$ cat config.mk
export PLATFORM = sky130hd
export DESIGN_NAME = caltime_core
export DESIGN_NICKNAME = d
export VERILOG_FILES = /design/src/rtl/caltime_pkg.sv /design/src/rtl/caltime_bcd_field.sv /design/src/rtl/caltime_day_ctr.sv /design/src/rtl/caltime_alarm_match.sv /design/src/rtl/caltime_core.sv
export SDC_FILE = /design/constraint.sdc
export NUM_CORES = 1
export LEC_CHECK = 0
export BUFFER_PORTS_ARGS = -buffer_cell sky130_fd_sc_hd__buf_2
export CAP_MARGIN = 20
export CORE_ASPECT_RATIO = 1.25
export CORE_MARGIN = 1.5
export CORE_UTILIZATION = 44
export CTS_CLUSTER_DIAMETER = 120
export DETAILED_ROUTE_END_ITERATION = 7
export GPL_TIMING_DRIVEN = 0
export HOLD_SLACK_MARGIN = 0.05
export PLACE_DENSITY_LB_ADDON = 0.05
export REMOVE_ABC_BUFFERS = 1
export SLEW_MARGIN = 15
export SYNTH_ARGS = -nofsm -noshare
export SYNTH_HDL_FRONTEND = slang
export SYNTH_SLANG_ARGS = --single-unit
$ cat constraint.sdc
create_clock -name clk -period 4.8 [get_ports clk]
set_input_delay 0.24 -clock clk [delete_from_list [all_inputs] [get_ports clk]]
set_output_delay 0.24 -clock clk [all_outputs]
set_load 0.03 [all_outputs]
$ cat src/rtl/caltime_pkg.sv
package caltime_pkg;

   // register addresses
   localparam int unsigned A_CTRL = 0;
   localparam int unsigned A_SEC  = 1;
   localparam int unsigned A_MIN  = 2;
   localparam int unsigned A_HR   = 3;
   localparam int unsigned A_DAYL = 4;
   localparam int unsigned A_DAYH = 5;
   localparam int unsigned A_AMIN = 6;
   localparam int unsigned A_AHR  = 7;
   localparam int unsigned A_ADYL = 8;
   localparam int unsigned A_ADYH = 9;

   // control byte bit positions
   localparam int unsigned B_RUN  = 0;
   localparam int unsigned B_IE   = 1;
   localparam int unsigned B_FLAG = 2;
   localparam int unsigned B_MEN  = 3;
   localparam int unsigned B_HEN  = 4;
   localparam int unsigned B_DEN  = 5;
   localparam int unsigned B_BUSY = 7;

   typedef enum logic [2:0] {
      ST_IDLE = 3'd0,
      ST_SEC  = 3'd1,
      ST_MIN  = 3'd2,
      ST_HR   = 3'd3,
      ST_DAY  = 3'd4,
      ST_CMP  = 3'd5
   } step_e;

   function automatic logic [7:0] bcd_next(input logic [7:0] v, input logic [7:0] top);
      if (v == top)
         return 8'h00;
      if (v[3:0] >= 4'd9)
         return {v[7:4] + 4'd1, 4'd0};
      return {v[7:4], v[3:0] + 4'd1};
   endfunction

endpackage

$ cat src/rtl/caltime_bcd_field.sv
module caltime_bcd_field
   import caltime_pkg::*;
#(
   parameter logic [7:0] TOP = 8'h59
)(
   input  logic       clk,
   input  logic       rst_n,
   input  logic       load,
   input  logic [7:0] ld_val,
   input  logic       step,
   output logic [7:0] val,
   output logic       at_top
);

   always_ff @(posedge clk or negedge rst_n) begin
      if (!rst_n)
         val <= 8'h00;
      else if (load)
         val <= ld_val;
      else if (step)
         val <= bcd_next(val, TOP);
   end

   assign at_top = (val == TOP);

endmodule

$ cat src/rtl/caltime_day_ctr.sv
module caltime_day_ctr #(
   parameter int unsigned W = 15
)(
   input  logic         clk,
   input  logic         rst_n,
   input  logic         ld_lo,
   input  logic         ld_hi,
   input  logic [7:0]   lo_val,
   input  logic [W-9:0] hi_val,
   input  logic         step,
   output logic [W-1:0] cnt
);

   always_ff @(posedge clk or negedge rst_n) begin
      if (!rst_n)
         cnt <= '0;
      else if (ld_lo)
         cnt[7:0] <= lo_val;
      else if (ld_hi)
         cnt[W-1:8] <= hi_val;
      else if (step)
         cnt <= cnt + 1'b1;
   end

endmodule

$ cat src/rtl/caltime_alarm_match.sv
module caltime_alarm_match #(
   parameter int unsigned W = 15
)(
   input  logic [7:0]   sec,
   input  logic [7:0]   min,
   input  logic [7:0]   hr,
   input  logic [W-1:0] day,
   input  logic [7:0]   a_min,
   input  logic [7:0]   a_hr,
   input  logic [W-1:0] a_day,
   input  logic         en_min,
   input  logic         en_hr,
   input  logic         en_day,
   output logic         hit
);

   logic any_en, ok_min, ok_hr, ok_day;

   assign any_en = en_min | en_hr | en_day;
   assign ok_min = !en_min || (min == a_min);
   assign ok_hr  = !en_hr  || (hr  == a_hr);
   assign ok_day = !en_day || (day == a_day);
   assign hit    = (sec == 8'h00) && any_en && ok_min && ok_hr && ok_day;

endmodule

$ cat src/rtl/caltime_core.sv
module caltime_core
   import caltime_pkg::*;
#(
   parameter int unsigned DAY_W        = 15,
   parameter int unsigned ADDR_W       = 4,
   parameter bit          DEFER_WRITES = 1'b1
)(
   input  logic              clk,
   input  logic              rst_n,
   input  logic              sec_tick,
   input  logic              reg_wr,
   input  logic [ADDR_W-1:0] wr_addr,
   input  logic [7:0]        wr_data,
   input  logic [ADDR_W-1:0] rd_addr,
   output logic [7:0]        rd_data,
   output logic              alarm_irq
);

   localparam int unsigned HI_W   = DAY_W - 8;
   localparam int unsigned NFIELD = 3;

   if (DAY_W < 9 || DAY_W > 16) begin : g_bad_day_w
      $error("caltime_core: DAY_W must lie in 9..16");
   end
   if (ADDR_W < 4) begin : g_bad_addr_w
      $error("caltime_core: ADDR_W must be at least 4");
   end

   step_e stg;
   logic  busy, carry_q, cmp_stage;
   logic  run_q, ie_q, flag_q, men_q, hen_q, den_q;
   logic [7:0]       amin_q, ahr_q;
   logic [DAY_W-1:0] aday_q, day_q;
   logic             hit;

   // applied write (after deferral)
   logic              ap_v;
   logic [ADDR_W-1:0] ap_addr;
   logic [7:0]        ap_data;

   assign busy      = (stg != ST_IDLE);
   assign cmp_stage = (stg == ST_CMP);

   // ---------------- carry sequencer ----------------
   always_ff @(posedge clk or negedge rst_n) begin
      if (!rst_n) begin
         stg <= ST_IDLE;
      end else begin
         unique case (stg)
            ST_IDLE: if (sec_tick && run_q) stg <= ST_SEC;
            ST_SEC:  stg <= ST_MIN;
            ST_MIN:  stg <= ST_HR;
            ST_HR:   stg <= ST_DAY;
            ST_DAY:  stg <= ST_CMP;
            default: stg <= ST_IDLE;
         endcase
      end
   end

   // ---------------- write deferral ----------------
   if (DEFER_WRITES) begin : g_defer
      logic              pv;
      logic [ADDR_W-1:0] pa;
      logic [7:0]        pd;

      always_ff @(posedge clk or negedge rst_n) begin
         if (!rst_n) begin
            pv <= 1'b0;
            pa <= '0;
            pd <= '0;
         end else if (busy) begin
            if (reg_wr) begin
               pv <= 1'b1;
               pa <= wr_addr;
               pd <= wr_data;
            end
         end else if (pv) begin
            pv <= reg_wr;
            if (reg_wr) begin
               pa <= wr_addr;
               pd <= wr_data;
            end
         end
      end

      assign ap_v    = !busy && (pv || reg_wr);
      assign ap_addr = pv ? pa : wr_addr;
      assign ap_data = pv ? pd : wr_data;
   end else begin : g_drop
      assign ap_v    = !busy && reg_wr;
      assign ap_addr = wr_addr;
      assign ap_data = wr_data;
   end

   // ---------------- BCD fields: sec, min, hr ----------------
   logic [7:0]        fval [NFIELD];
   logic [NFIELD-1:0] ftop, fload, fstep;

   for (genvar i = 0; i < NFIELD; i++) begin : g_field
      assign fload[i] = ap_v && (ap_addr == ADDR_W'(A_SEC + i));
      assign fstep[i] = (stg == step_e'(i + 1)) && ((i == 0) || carry_q);

      caltime_bcd_field #(
         .TOP ((i == NFIELD - 1) ? 8'h23 : 8'h59)
      ) u_fld (
         .clk    (clk),
         .rst_n  (rst_n),
         .load   (fload[i]),
         .ld_val (ap_data),
         .step   (fstep[i]),
         .val    (fval[i]),
         .at_top (ftop[i])
      );
   end

   always_ff @(posedge clk or negedge rst_n) begin
      if (!rst_n)
         carry_q <= 1'b0;
      else if (stg == ST_SEC)
         carry_q <= ftop[0];
      else if (stg == ST_MIN)
         carry_q <= carry_q & ftop[1];
      else if (stg == ST_HR)
         carry_q <= carry_q & ftop[2];
   end

   // ---------------- day counter ----------------
   caltime_day_ctr #(.W(DAY_W)) u_day (
      .clk    (clk),
      .rst_n  (rst_n),
      .ld_lo  (ap_v && (ap_addr == ADDR_W'(A_DAYL))),
      .ld_hi  (ap_v && (ap_addr == ADDR_W'(A_DAYH))),
      .lo_val (ap_data),
      .hi_val (ap_data[HI_W-1:0]),
      .step   ((stg == ST_DAY) && carry_q),
      .cnt    (day_q)
   );

   // ---------------- alarm and control registers ----------------
   always_ff @(posedge clk or negedge rst_n) begin
      if (!rst_n) begin
         run_q  <= 1'b0;
         ie_q   <= 1'b0;
         flag_q <= 1'b0;
         men_q  <= 1'b0;
         hen_q  <= 1'b0;
         den_q  <= 1'b0;
         amin_q <= '0;
         ahr_q  <= '0;
         aday_q <= '0;
      end else begin
         if (cmp_stage && hit)
            flag_q <= 1'b1;
         if (ap_v) begin
            if (ap_addr == ADDR_W'(A_CTRL)) begin
               run_q <= ap_data[B_RUN];
               ie_q  <= ap_data[B_IE];
               men_q <= ap_data[B_MEN];
               hen_q <= ap_data[B_HEN];
               den_q <= ap_data[B_DEN];
               if (ap_data[B_FLAG])
                  flag_q <= 1'b0;
            end
            if (ap_addr == ADDR_W'(A_AMIN)) amin_q <= ap_data;
            if (ap_addr == ADDR_W'(A_AHR))  ahr_q  <= ap_data;
            if (ap_addr == ADDR_W'(A_ADYL)) aday_q[7:0] <= ap_data;
            if (ap_addr == ADDR_W'(A_ADYH)) aday_q[DAY_W-1:8] <= ap_data[HI_W-1:0];
         end
      end
   end

   caltime_alarm_match #(.W(DAY_W)) u_match (
      .sec    (fval[0]),
      .min    (fval[1]),
      .hr     (fval[2]),
      .day    (day_q),
      .a_min  (amin_q),
      .a_hr   (ahr_q),
      .a_day  (aday_q),
      .en_min (men_q),
      .en_hr  (hen_q),
      .en_day (den_q),
      .hit    (hit)
   );

   assign alarm_irq = flag_q & ie_q;

   // ---------------- read mux ----------------
   always_comb begin
      rd_data = 8'h00;
      unique case (rd_addr)
         ADDR_W'(A_CTRL): begin
            rd_data[B_RUN]  = run_q;
            rd_data[B_IE]   = ie_q;
            rd_data[B_FLAG] = flag_q;
            rd_data[B_MEN]  = men_q;
            rd_data[B_HEN]  = hen_q;
            rd_data[B_DEN]  = den_q;
            rd_data[B_BUSY] = busy;
         end
         ADDR_W'(A_SEC):  rd_data = fval[0];
         ADDR_W'(A_MIN):  rd_data = fval[1];
         ADDR_W'(A_HR):   rd_data = fval[2];
         ADDR_W'(A_DAYL): rd_data = day_q[7:0];
         ADDR_W'(A_DAYH): rd_data[HI_W-1:0] = day_q[DAY_W-1:8];
         ADDR_W'(A_AMIN): rd_data = amin_q;
         ADDR_W'(A_AHR):  rd_data = ahr_q;
         ADDR_W'(A_ADYL): rd_data = aday_q[7:0];
         ADDR_W'(A_ADYH): rd_data[HI_W-1:0] = aday_q[DAY_W-1:8];
         default:         rd_data = 8'h00;
      endcase
   end

endmodule

==> impl_metrics.ini <==
[outcome]
outcome = finished clean

[die]
fp.coreArea_mm2 = 0.01278
pin_count = 29
initial_utilization_pct = 45.34
rows = 46
die_w_um = 105.6
die_area_mm2 = 0.01387
dieHeight_um = 131.3

[synthesis]
async_flop_share_pct = 100.0
synth.yosys.seq_area_share_pct = 40.17
synthFlopType = dfrtp_1
synth_area_leaders = dfrtp_1 (40%), mux2i_1 (6.6%), xnor2_1 (6.5%)
synth_top_cell_area_share_pct = 40.17
syn_avg_cell_area_um2 = 9.359
synth.largest_area_cell = dfrtp_1
synth_edf_count = 0
synth_cell_type_count = 62
synthCells = 619
synth_seq_cells = 93
yosys_warnings = 0
synth_area_mm2 = 0.005793

[sta]
maxSlewViolCount = 0
hold_viol = 0
period_share_pct = 63.41
setup_violations = 0
tightest_slew_ns = 0.9466
setup_tns_ns = 0
fin_crit_ns = 3.044
final.setup_skew_ns = 0.007499
fmax_ghz = 0.3286
setup_slack_ns = 1.756
grt_setup_unrepaired = no
slew_headroom_pct = 35.65

[clock_tree]
path_clk_slew_ns = 0.06
cts_buffer_depth = 2
clkSinkCount = 93
cts_tree = done
cts_buffers = 9
cts_root_buf = clkbuf_16
insertion_delay_ns = 0.34
htreeDepth = 3
cts_resized = 0

[grt]
grt_pass1_vias = 4540
grt.overflow.total = 0
gr-usage-all-layers_pct = 24.56
antenna_found_initial = 0
grt_max_degree = 59
grt_pass1_wl_um = 25880

[setup_path]
cp.arrival_ns = 3.30
worstSetupPathType = flop to flop
r2r-end = u_day.cnt[5]$_DFFE_PN0P_
reg2reg_slack_ns = 1.76
worstSetupEndpointType = flop
required_ns = 5.06
ff2ff_path_depth = 5
regToRegStartpoint = g_defer.pv$_DFFE_PN0P_
cp_max_fo = 22
startpoint_type = flop

[placement]
place.gp.congestion = 0.9017
numPortBuffers = 28
post-place-ws_ns = 1.767
place_hpwl_um = 12110

[route]
drt_iter0_markers = 359
vias_per_cell = 5.830
wire_per_inst_um = 20.28
dr.pass1.iters = 5
routed_wirelength_um = 16340
vias = 4699
drc = 0
postRouteAntennaNets = 0

[run]
cap_violations = 0

[final_layout]
drive_gt1_share_pct = 13.95
diodes = 0
final_nets = 672
syn2layout_area_growth_pct = 10.99

[pwr]
leakage_nw = 2.665
p_per_area_mw_per_mm2 = 641.4
peakVddDrop_mv = 0.3011

[min_path]
hold_path.class = primary input to flop
worstHoldPathCells = 2
min_from = wr_addr[3]
min_to = g_defer.pa[3]$_DFFE_PN0P_
[power breakdown]
part           switching (W)  internal [W]
logic               0.000890      0.000808
clock network       0.000302      0.000375
registers           0.000610       0.00114
[stage by stage]
stage                     cell area [µm²]  std cells  util, %  hold slack (ns)  total power (W)
after global routing                 6430        806    50.32           0.1482         0.004424
after CTS                            6414        804    50.20           0.1407         0.004136
final                                6430        806    50.32           0.1476         0.004124
after global placement               5992        781    46.90           0.4851         0.003334
after detailed placement             6127        788    47.95           0.1696         0.003448
after floorplan                      5642        585        -         -0.05559         0.002765
[sequential cells by signal (all words and copies together), names as in the netlist, 3 cells and up]
name / flops
g_defer.pa: 4
g_field.u_fld.val: 24
aday_q: 15
amin_q: 8
ahr_q: 8
stg: 3
u_day.cnt: 15
g_defer.pd: 8
[timing repair]
item                                   CTS  global route
setup buffers                            0             0
hold buffers                             1             0
endpoints found under the hold margin   35             0
[routing by layer]
| layer | track usage, % | part of all wire, % | wire length [µm] | vias to the layer above |
|---|---|---|---|---|
| met5 | 0 | 0 | 0 | - |
| met4 | 8.258 | 1.9 | 317 | 0 |
| met3 | 3.423 | 3.4 | 555 | 21 |
| met2 | 39.87 | 49 | 7942 | 99 |
| met1 | 33.69 | 46 | 7527 | 2313 |
| li1 | - | - | - | 2266 |
[cell usage in the layout, fill, tap and decap left out, drive strengths merged, types with 11 or more instances in the layout]
cell    synthesis  layout
clkbuf         19      11
nor2           52      52
inv            22      22
o21ai          40      40
mux2           14      14
nor3           24      24
a21oi          46      46
nor2b          14      14
nand4          14      14
dfrtp          93      93
buf            15      37
xnor2          43      43
mux2i          38      38
ha             18      18
nand2          48      48
[synth_stat cells (all sizes together) (10+ instances only)]
cell / instances
a21oi: 46
buf: 15
clkbuf: 19
dfrtp: 93
ha: 18
inv: 22
mux2: 14
mux2i: 38
nand2: 48
nand3: 10
nand4: 14
nor2: 52
nor2b: 14
nor3: 24
o21ai: 40
xnor2: 43
[cell families after synthesis]
family,synth area share [%]
AOI/OAI and AO/OA,16.24
muxes,10.84
buffers and inverters,4.039
DFF,40.17
adders and majority gates,3.888
xor gates and xnor gates,6.803
and+or+nand+nor,18.01
[cell type report]
class | count | area (µm²)
well taps | 168 | 210.2
inverters | 22 | 82.58
flip-flops and latches | 93 | 2327
repair buffers | 38 | 260.3
clock buffers | 11 | 252.7
multi-input cells | 470 | 3273
clock inverters | 4 | 23.77
fillers | 1268 | 6347
[critical path, cell delays in order (launching register included)]
cell and delay, ns:
dfrtp_1 0.96, mux2_2 0.44, a211oi_1 0.44, nor2b_1 0.83, nor2_1 0.11, a21oi_1 0.16
[worst max path at each step]
stage / startpoint / endpoint / cells past startpoint
floorplan: g_defer.pv$_DFFE_PN0P_ / u_day.cnt[6]$_DFFE_PN0P_ / 4
global placement: stg[1]$_DFFE_PN0P_ / u_day.cnt[14]$_DFFE_PN0P_ / 5
detailed placement: g_defer.pv$_DFFE_PN0P_ / u_day.cnt[7]$_DFFE_PN0P_ / 4
CTS: g_defer.pv$_DFFE_PN0P_ / u_day.cnt[7]$_DFFE_PN0P_ / 4
global route: g_defer.pv$_DFFE_PN0P_ / u_day.cnt[7]$_DFFE_PN0P_ / 4
finish: g_defer.pv$_DFFE_PN0P_ / u_day.cnt[5]$_DFFE_PN0P_ / 5
(Power assumes the default switching activity.)
